[src/rtl/otp_pkg.sv]
package otp_pkg;
  // byte offsets of the control registers
  localparam int OFF_KEY   = 'h00;
  localparam int OFF_MODE  = 'h04;
  localparam int OFF_IEN   = 'h10;
  localparam int OFF_IDIS  = 'h14;
  localparam int OFF_IMR   = 'h18;
  localparam int OFF_STAT  = 'h1C;
  localparam int OFF_FUSE0 = 'h20;
  // status / interrupt bit positions
  localparam int ST_DONE = 0;
  localparam int ST_FAIL = 1;
  localparam int ST_W    = 2;
endpackage

[src/rtl/otp_key_gate.sv]
module otp_key_gate #(
  parameter int          DATA_W   = 32,
  parameter logic [31:0] KEY_CODE = 32'h0000_00FB
) (
  input  logic              clk,
  input  logic              rst,
  input  logic              wr_any,
  input  logic              wr_key,
  input  logic [DATA_W-1:0] wdata,
  output logic              armed
);
  // every bus write re-evaluates the key; only a matching key write arms it
  always_ff @(posedge clk) begin
    if (rst)         armed <= 1'b0;
    else if (wr_any) armed <= wr_key && (wdata == DATA_W'(KEY_CODE));
  end
endmodule

[src/rtl/otp_burn_seq.sv]
module otp_burn_seq #(
  parameter int DATA_W      = 32,
  parameter int IDX_W       = 5,
  parameter int BURN_CYCLES = 16
) (
  input  logic              clk,
  input  logic              rst,
  input  logic              start,
  input  logic [IDX_W-1:0]  start_idx,
  input  logic [DATA_W-1:0] start_val,
  input  logic              inject_fail,
  output logic              busy,
  output logic              finish,
  output logic              commit,
  output logic [IDX_W-1:0]  burn_idx,
  output logic [DATA_W-1:0] burn_val
);
  localparam int CNT_W = (BURN_CYCLES > 1) ? $clog2(BURN_CYCLES) : 1;

  logic [CNT_W-1:0] cnt;

  always_ff @(posedge clk) begin
    if (rst) begin
      busy     <= 1'b0;
      cnt      <= '0;
      burn_idx <= '0;
      burn_val <= '0;
    end else if (start) begin
      busy     <= 1'b1;
      cnt      <= CNT_W'(BURN_CYCLES - 1);
      burn_idx <= start_idx;
      burn_val <= start_val;
    end else if (busy) begin
      if (cnt == '0) busy <= 1'b0;
      else           cnt  <= cnt - 1'b1;
    end
  end

  assign finish = busy && (cnt == '0);
  assign commit = finish && !inject_fail;
endmodule

[src/rtl/otp_fuse_array.sv]
module otp_fuse_array #(
  parameter int DATA_W    = 32,
  parameter int NUM_WORDS = 17,
  parameter int IDX_W     = 5
) (
  input  logic              clk,
  input  logic              rst,
  input  logic              set_en,
  input  logic [IDX_W-1:0]  set_idx,
  input  logic [DATA_W-1:0] set_val,
  input  logic [IDX_W-1:0]  rd_idx,
  output logic [DATA_W-1:0] rd_word,
  output logic [DATA_W-1:0] top_word
);
  logic [DATA_W-1:0] mem [NUM_WORDS];

  // bits can only be added: OR the burn value into the addressed word
  always_ff @(posedge clk) begin
    if (rst) begin
      for (int w = 0; w < NUM_WORDS; w++) mem[w] <= '0;
    end else if (set_en) begin
      mem[set_idx] <= mem[set_idx] | set_val;
    end
  end

  assign rd_word  = (int'(rd_idx) < NUM_WORDS) ? mem[rd_idx] : '0;
  assign top_word = mem[NUM_WORDS-1];
endmodule

[src/rtl/otp_keyed_ctrl.sv]
module otp_keyed_ctrl
  import otp_pkg::*;
#(
  parameter int          ADDR_W      = 8,
  parameter int          DATA_W      = 32,
  parameter int          NUM_WORDS   = 17,
  parameter int          BURN_CYCLES = 16,
  parameter int          BOOT_W      = 30,
  parameter logic [31:0] KEY_CODE    = 32'h0000_00FB
) (
  input  logic              clk,
  input  logic              rst,
  input  logic [ADDR_W-1:0] bus_addr,
  input  logic              bus_we,
  input  logic [DATA_W-1:0] bus_wdata,
  input  logic              bus_re,
  output logic [DATA_W-1:0] bus_rdata,
  input  logic              inject_fail,
  output logic              irq,
  output logic [BOOT_W-1:0] cfg_boot,
  output logic              cfg_jtag_off,
  output logic              cfg_secure_dbg
);
  localparam int IDX_W     = (NUM_WORDS > 1) ? $clog2(NUM_WORDS) : 1;
  localparam int WA_W      = ADDR_W - 2;
  localparam int FUSE_BASE = OFF_FUSE0 / 4;

  // ---------------- address decode ----------------
  logic            aligned;
  logic [WA_W-1:0] waddr;
  logic            hit_key, hit_mode, hit_ien, hit_idis, hit_imr, hit_stat, hit_fuse;
  logic [IDX_W-1:0] fuse_idx;

  assign aligned  = (bus_addr[1:0] == 2'b00);
  assign waddr    = bus_addr[ADDR_W-1:2];
  assign hit_key  = aligned && (int'(waddr) == OFF_KEY / 4);
  assign hit_mode = aligned && (int'(waddr) == OFF_MODE / 4);
  assign hit_ien  = aligned && (int'(waddr) == OFF_IEN / 4);
  assign hit_idis = aligned && (int'(waddr) == OFF_IDIS / 4);
  assign hit_imr  = aligned && (int'(waddr) == OFF_IMR / 4);
  assign hit_stat = aligned && (int'(waddr) == OFF_STAT / 4);
  assign hit_fuse = aligned && (int'(waddr) >= FUSE_BASE) &&
                    (int'(waddr) < FUSE_BASE + NUM_WORDS);
  assign fuse_idx = IDX_W'(int'(waddr) - FUSE_BASE);

  // ---------------- key and burn ----------------
  logic              key_armed;
  logic              busy, finish, commit;
  logic [IDX_W-1:0]  burn_idx;
  logic [DATA_W-1:0] burn_val;
  logic              data_wr, burn_start, reject, stat_rd;

  assign data_wr    = bus_we && hit_fuse;
  assign burn_start = data_wr && key_armed && !busy;
  assign reject     = data_wr && !burn_start;
  assign stat_rd    = bus_re && hit_stat;

  otp_key_gate #(
    .DATA_W   (DATA_W),
    .KEY_CODE (KEY_CODE)
  ) u_key (
    .clk    (clk),
    .rst    (rst),
    .wr_any (bus_we),
    .wr_key (hit_key),
    .wdata  (bus_wdata),
    .armed  (key_armed)
  );

  otp_burn_seq #(
    .DATA_W      (DATA_W),
    .IDX_W       (IDX_W),
    .BURN_CYCLES (BURN_CYCLES)
  ) u_seq (
    .clk         (clk),
    .rst         (rst),
    .start       (burn_start),
    .start_idx   (fuse_idx),
    .start_val   (bus_wdata),
    .inject_fail (inject_fail),
    .busy        (busy),
    .finish      (finish),
    .commit      (commit),
    .burn_idx    (burn_idx),
    .burn_val    (burn_val)
  );

  logic [DATA_W-1:0] rd_word, top_word;

  otp_fuse_array #(
    .DATA_W    (DATA_W),
    .NUM_WORDS (NUM_WORDS),
    .IDX_W     (IDX_W)
  ) u_arr (
    .clk      (clk),
    .rst      (rst),
    .set_en   (commit),
    .set_idx  (burn_idx),
    .set_val  (burn_val),
    .rd_idx   (fuse_idx),
    .rd_word  (rd_word),
    .top_word (top_word)
  );

  // ---------------- control state ----------------
  logic            st_done, st_fail, mask_q;
  logic [ST_W-1:0] imr;

  always_ff @(posedge clk) begin
    if (rst) begin
      st_done <= 1'b0;
      st_fail <= 1'b0;
      mask_q  <= 1'b0;
      imr     <= '0;
    end else begin
      // read-to-clear first, so that setting events in the same cycle win
      if (stat_rd) begin
        st_done <= 1'b0;
        st_fail <= 1'b0;
      end
      if (burn_start)                     st_done <= 1'b0;
      if (finish)                         st_done <= 1'b1;
      if ((finish && inject_fail) || reject) st_fail <= 1'b1;
      if (bus_we && hit_mode) mask_q <= mask_q | bus_wdata[0];
      if (bus_we && hit_ien)  imr    <= imr | bus_wdata[ST_W-1:0];
      if (bus_we && hit_idis) imr    <= imr & ~bus_wdata[ST_W-1:0];
    end
  end

  // ---------------- read path ----------------
  logic [DATA_W-1:0] rd_mux;

  always_comb begin
    rd_mux = '0;
    if (hit_mode) begin
      rd_mux[0] = mask_q;
    end else if (hit_imr) begin
      rd_mux[ST_W-1:0] = imr;
    end else if (hit_stat) begin
      rd_mux[ST_DONE] = st_done;
      rd_mux[ST_FAIL] = st_fail;
    end else if (hit_fuse && !mask_q) begin
      rd_mux = rd_word;
    end
  end

  always_ff @(posedge clk) begin
    if (rst)         bus_rdata <= '0;
    else if (bus_re) bus_rdata <= rd_mux;
  end

  assign irq            = (st_done && imr[ST_DONE]) || (st_fail && imr[ST_FAIL]);
  assign cfg_boot       = top_word[BOOT_W-1:0];
  assign cfg_jtag_off   = top_word[BOOT_W];
  assign cfg_secure_dbg = top_word[BOOT_W+1];
endmodule

[config.mk]
export PLATFORM = sky130hd
export DESIGN_NAME = otp_keyed_ctrl
export DESIGN_NICKNAME = d
export VERILOG_FILES = /design/src/rtl/otp_pkg.sv /design/src/rtl/otp_key_gate.sv /design/src/rtl/otp_burn_seq.sv /design/src/rtl/otp_fuse_array.sv /design/src/rtl/otp_keyed_ctrl.sv
export SDC_FILE = /design/constraint.sdc
export NUM_CORES = 2
export LEC_CHECK = 0
export BUFFER_PORTS_ARGS = -buffer_cell sky130_fd_sc_hd__buf_2
export CORE_MARGIN = 4
export CORE_UTILIZATION = 55
export CTS_CLUSTER_SIZE = 24
export DETAILED_ROUTE_END_ITERATION = 16
export GPL_TIMING_DRIVEN = 0
export MAX_ROUTING_LAYER = met4
export PLACE_DENSITY = 0.71
export SYNTH_ARGS = -nofsm -noshare
export SYNTH_HDL_FRONTEND = slang
export SYNTH_HIERARCHICAL = 1
export SYNTH_SLANG_ARGS = --single-unit
[constraint.sdc]
create_clock -name clk -period 9.3 [get_ports clk]
set_input_delay 1.86 -clock clk [delete_from_list [all_inputs] [get_ports clk]]
set_output_delay 1.86 -clock clk [all_outputs]
set_load 0.005 [all_outputs]
After elaboration in Yosys (flattened, before gate mapping)
Memories as Yosys holds them, arrays and structs flattened. A register that Yosys moved wholly into a read port is not among the register bits.
Index checks and enable logic that the tools add are counted.
{"block": "word_totals", "input_bits": 45, "mem_bits_rw": 544, "n_memories": 1, "regBits": 80, "output_inout_bits": 65}
{"memory": "u_arr.mem", "depth": 17, "word_bits": 32, "read_ports": 3, "rd_clocked_by_memory_dff": 1, "write_ports": 17, "line": "otp_fuse_array.sv:15", "source": "logic [DATA_W-1:0] mem [NUM_WORDS];"}
{"block": "op_classes", "n_bitwise": 5, "n_mux": 30, "addsub": 2, "n_lt_le_gt_ge": 3, "reduce_logical": 38, "n_eq_ne": 7}
{"operator": "32-bit 2-to-1 mux", "count": 3}
{"operator": "30-bit 2-to-1 mux", "count": 2}
{"operator": "32-bit by 8-bit equality test with 1-bit output, second input constant", "count": 1}
{"operator": "32-bit bitwise OR", "count": 1}
{"operator": "32-bit OR reduction", "count": 1}
{"operator": "31-bit 2-to-1 mux", "count": 1}
{"operator": "6-bit by 4-bit equality test with 1-bit output, second input constant", "count": 4}
{"operator": "1-bit logical AND", "count": 23}
{"operator": "5-bit 2-to-1 mux", "count": 3}
{"operator": "1-bit 2-to-1 mux", "count": 14}
{"operator": "4-bit 2-to-1 mux", "count": 3}
{"operator": "2-bit 2-to-1 mux", "count": 4}
{"operator": "6-bit by 2-bit equality test with 1-bit output, second input constant", "count": 1}
{"operator": "6-bit by 4-bit >= comparator with 1-bit output, second input constant", "count": 1}
{"operator": "6-bit zero test", "count": 1}
{"operator": "6-bit by 5-bit less-than comparator with 1-bit output, second input constant", "count": 1}
{"operator": "2-bit nonzero test", "count": 3}
{"operator": "5-bit less-than comparator, second input constant", "count": 1}
{"operator": "5-bit by 4-bit subtractor with 5-bit output, second input constant", "count": 1}
{"operator": "1-bit zero test", "count": 4}
{"operator": "4-bit zero test", "count": 1}
{"operator": "4-bit by 1-bit subtractor with 4-bit output, second input constant", "count": 1}
{"operator": "3-bit nonzero test", "count": 1}
{"operator": "2-bit bitwise AND", "count": 1}
{"operator": "other kinds (7)", "count": 8}

Depth between registers and ports, before layout
{"block": "depth", "word_depth": 10, "ltp_mapped": 11}

Cells and area by module
The synthesis kept the hierarchy.
{"mod": "otp_fuse_array", "n_inst": 1, "cells_each": 2914, "seq_area_each_um2": 30749.5, "area_per_inst_um2": 46530.9}
{"mod": "otp_keyed_ctrl", "n_inst": 1, "cells_each": 166, "seq_area_each_um2": 740.7, "area_per_inst_um2": 1665.3}
{"mod": "otp_burn_seq", "n_inst": 1, "cells_each": 154, "seq_area_each_um2": 840.8, "area_per_inst_um2": 1576.5}
{"mod": "otp_key_gate", "n_inst": 1, "cells_each": 16, "seq_area_each_um2": 20.0, "area_per_inst_um2": 128.9}

Worst setup path before layout
OpenSTA, ideal clock, no wires.
{"block": "synth_timing", "path_kind": "input port to flip-flop", "start": "in inject_fail", "end": "mem u_arr.mem[17][0] (enable)", "arrival_time_ns": 4.002, "n_path_buf": 0, "setup_slack_ns": 4.877, "path_stages": 5, "setup_ns": 0.421, "required_ns": 8.879, "cell_sequence": "nor3_1 > nor2b_1 > nand2_1 > or2_2 > nor2_1"}
{"element": "start: declaration", "line": "otp_keyed_ctrl.sv:18", "source": "input logic inject_fail,"}
{"element": "end: declaration", "line": "otp_fuse_array.sv:15"}

Final worst setup path
{"block": "layout_timing", "start": "in bus_addr[3]", "end": "reg bus_rdata[1]"}
{"block": "layout_between", "elab_cells_between_ends": 19, "cone_classes": "1 x add/sub; 3 x order compare; 3 x eq/ne; 5 x mux; 6 x reduce/logical; 1 x memory"}
{"element": "start: declaration", "line": "otp_keyed_ctrl.sv:13", "source": "input logic [ADDR_W-1:0] bus_addr,"}
{"element": "5-bit by 4-bit subtractor with 5-bit output *", "line": "otp_keyed_ctrl.sv:44", "source": "assign fuse_idx = IDX_W'(int'(waddr) - FUSE_BASE);"}
{"element": "memory read 17 x 32 bit or 5-bit less-than comparator (tied branches)"}
{"element": "32-bit 2-to-1 mux *", "line": "otp_fuse_array.sv:26", "source": "assign rd_word = (int'(rd_idx) < NUM_WORDS) ? mem[rd_idx] : '0;"}
{"element": "via rd_word[1]", "line": "otp_keyed_ctrl.sv:88", "source": "logic [DATA_W-1:0] rd_word, top_word;"}
{"element": "32-bit 2-to-1 mux *", "line": "otp_keyed_ctrl.sv:142", "source": "end else if (hit_fuse && !mask_q) begin"}
{"element": "2-bit 2-to-1 mux *", "line": "otp_keyed_ctrl.sv:139", "source": "end else if (hit_stat) begin"}
{"element": "2-bit 2-to-1 mux *", "line": "otp_keyed_ctrl.sv:137", "source": "end else if (hit_imr) begin"}
{"element": "31-bit 2-to-1 mux *", "line": "otp_keyed_ctrl.sv:135", "source": "if (hit_mode) begin"}
{"element": "end signal: assignment", "line": "otp_keyed_ctrl.sv:149", "source": "else if (bus_re) bus_rdata <= rd_mux;"}
{"element": "end: declaration", "line": "otp_keyed_ctrl.sv:17", "source": "output logic [DATA_W-1:0] bus_rdata,"}
Mark *: on every way through the listed nets, which the timed path passes. The rest lies on a longest branch.
A chain may end at the register's enable or synchronous reset.

==> key figures <==
Outcome
  • Status: complete, but fails checks
  • Failing checks: capacitance limit, slew limit

Setup path
  • CP max stage cell: buf_1
  • Crit start category: primary input
  • CP required: 9.92 ns
  • Cell Chain, Critical Path: buf_2, clkbuf_1, clkbuf_1, buf_2, buf_1, mux2i_1, o21ai_0, a221oi_1, nor3_1
  • Crit-path max cell delay: 0.88 ns
  • CP Data Arrival Time: 6.27 ns
  • Worst setup EP type: flip-flop
  • Critical Path Fanout Max: 10
  • Critical path type: primary input to flip-flop
  • R2r startpoint: u_seq/burn_idx[2]
  • CP startpoint: bus_addr[3]
  • Worst-case reg-to-reg path depth: 7

Pwr
  • Max IR drop VDD: 0.154 mV
  • Final Power: 10800 uW
  • Leakage Power: 0.0190 uW
  • Pwr/cell area: 190 nW/um2

Drt
  • WL final: 179 mm
  • Routed len/inst: 37.3 um
  • Initial drt markers: 6088
  • DR pass1 iterations: 8
  • Final ANT Viol Nets: 0
  • Post-DR vias/cell: 7.10
  • Via count: 34.0k
  • DRC violations left: 0

Timing
  • Max-slew violation count: 7
  • RSZ-0062 raised after global routing: no
  • Setup TNS: 0 ns
  • Clk_skew: 0.0196 ns
  • Worst hold slack: 0.465 ns
  • Setup-failing EPs final: 0
  • Slew margin rel.: -4.26%
  • Fin crit period: 5.65 ns
  • Final Hold Violating Endpoints: 0
  • Slew of the pin with the lowest slew margin: 1.56 ns
  • Fmax: 177 MHz
  • Period utilization: 60.8%

Finish
  • Nets: 3553
  • Register area: 32400 um2
  • Layout cells sized above 1: 22.1%
  • Synthesis-to-finish area growth: 13.6%
  • Commonest cells after routing, fill and taps aside: 1024 x edfxtp_1, 631 x nor2_1, 356 x mux2i_1
  • Final Cell Area: 56700 um2
  • Multi-input gate area: 16000 um2
  • Leading cell type in the layout, fill and taps excluded: edfxtp_1
  • Layout fillers: 6446

Yosys
  • Top cells by area, synth: edfxtp_1 62%, mux4_2 12%, mux2i_1 7.1%
  • Share of the synthesized area in the top cell type: 61.6%
  • Post-Synth XOR/XNOR Area: 0.0176%
  • Largest family of logic cells by synthesized area: multiplexers
  • Post-synth EDFFs: 1024
  • Synth Register Bits: 1104
  • Post-Syn Area: 49900 um2
  • Post-synthesis cell count: 3250
  • Mapped Nets: 3297
  • Post-synthesis mux area share: 19.5%
  • Yosys cell types: 68
  • Post-synthesis compound-gate area fraction: 4.65%
  • Simple-Gate Fraction of Synth Area: 7.51%
  • Synth Area in Adders: 0.0501%
  • Area leader, netlist: edfxtp_1
  • Synth warnings: 6
  • Ys flop type: edfxtp_1
  • Avg Cell Area, Syn: 15.4 um2
  • Seq/Total Area, Yosys: 64.8%
  • Ys async rst share: 0%

CTS
  • Clk pin slew, worst setup/hold paths: 0.06 ns
  • H-tree depth: 3
  • Max clock buf depth: 3
  • CTS buffer count: 111
  • Hold Buf Count CTS: 0
  • Total setup buffers inserted after CTS: 0
  • Clock Latency Late Sink: 0.71 ns
  • Root Buffer Master: clkbuf_16
  • CTS tree: done
  • Post-CTS sizing: 0
  • TritonCTS Sinks: 1104

Floorplanning
  • Overall die area: 95600 um2
  • Starting Density: 55.4%
  • Floorplan die height: 309 um
  • # rows: 110
  • Chip width: 309 um
  • I/O Pins: 110
  • Core area: 90000 um2

Placement
  • Placer Congestion: 0.958
  • Post-placement cell area: 52800 um2
  • PortBufs: 108
  • DPL Wire Length: 125 mm

Min path
  • Worst hold path class: flip-flop to flip-flop
  • Hold path depth: 2
  • Min-delay src: u_key/armed

Global route
  • Met2 Use GR: 55.8%
  • Largest net degree at the start of global routing: 26
  • First-pass GRT wire length: 246 mm
  • Initial antenna violation count: 13
  • Gr busiest metal: met2
  • GR Util met1: 48.2%
  • Number of global-route vias before repair: 33.0k
  • GR Util met3: 13.8%
  • Grt ovf: 0
  • Total track usage: 38.4%

Run
  • Max Cap Viol: 1
[cell families after synthesis]
| group | count (synthesis) |
|---|---|
| AOI/OAI and AO/OA | 305 |
| buffers and inverters | 340 |
| adders and majority gates | 2 |
| muxes | 633 |
| DFF | 1104 |
| and+or+nand+nor | 865 |
| xor gates and xnor gates | 1 |
[sequential cells by signal, summed over array words and instances, names as in the netlist, named ones only]
register        cells
u_seq/burn_val     32
u_seq/busy          1
mask_q              1
bus_rdata          32
u_key/armed         1
st_fail             1
st_done             1
u_arr/mem        1024
u_seq/burn_idx      5
u_seq/cnt           4
[worst max-delay path: cells and delay by family]
| kind | cells | cell delay, ns |
|---|---|---|
| simple gates | 1 | 0.21 |
| buf+inv | 5 | 2.89 |
| mux | 1 | 0.33 |
| compound gates | 2 | 0.96 |
[metrics by stage]
step,util [%],cells,setup WS (ns)
after CTS,62.9,4775,3.94
final,63.0,4790,3.65
after detailed placement,58.7,4568,3.21
after global placement,57.7,4534,2.00
after floorplan,-,3250,4.88
after global routing,62.9,4783,3.78
[area by class of cell]
cell class	count	area share [%]
sequential	1104	57.1
multi-input combinational	1806	28.2
clock buffer	141	5.34
buffer	298	2.74
tap	1176	2.60
timing repair buffer	143	2.27
clock inverter	66	1.40
inverter	42	0.278
antenna	14	0.0618
[cell usage after synthesis, types with 4 or more instances]
| cell | number |
|---|---|
| and3_1 | 30 |
| a22oi_1 | 64 |
| edfxtp_1 | 1024 |
| a32oi_1 | 31 |
| o22a_1 | 32 |
| buf_6 | 10 |
| a22o_1 | 26 |
| mux2_2 | 6 |
| and2_1 | 5 |
| and4_1 | 4 |
| a21oi_1 | 13 |
| mux4_2 | 271 |
| inv_1 | 42 |
| nor4b_2 | 4 |
| mux2i_1 | 356 |
| nor2_1 | 646 |
| buf_4 | 39 |
| nor3_1 | 32 |
| nand2_1 | 39 |
| clkbuf_1 | 117 |
| nor4_1 | 6 |
| nor2b_1 | 7 |
| o22ai_1 | 55 |
| a221oi_1 | 28 |
| nand3_1 | 38 |
| nand2b_1 | 24 |
| a32o_1 | 6 |
| clkbuf_8 | 8 |
| buf_1 | 24 |
| o21ai_0 | 32 |
| a21o_1 | 4 |
| buf_2 | 98 |
| dfxtp_1 | 80 |
[routing by layer]
metal | routed length, um | vias up | share of wire, %
met1 | 61600 | 17200 | 34
met2 | 78700 | 3033 | 44
met3 | 27400 | 675 | 15
li1 | - | 13200 | -
met5 | 0 | - | 0
met4 | 10900 | 0 | 6.1
[report_power, final]
part | internal [uW] | switching [uW]
logic | 187 | 353
registers | 5480 | 48.7
clock network | 2750 | 1940
[final timing paths]
| kind | end | slack, ns |
|---|---|---|
| worst max register to register | u_arr/mem[16][24] | 4.18 |
| worst min-delay path | u_key/armed | 0.46 |
| worst min register to register | u_key/armed | 0.46 |
| worst max-delay path | bus_rdata[1] | 3.65 |
No activity file was read; power rests on OpenSTA's default activity.
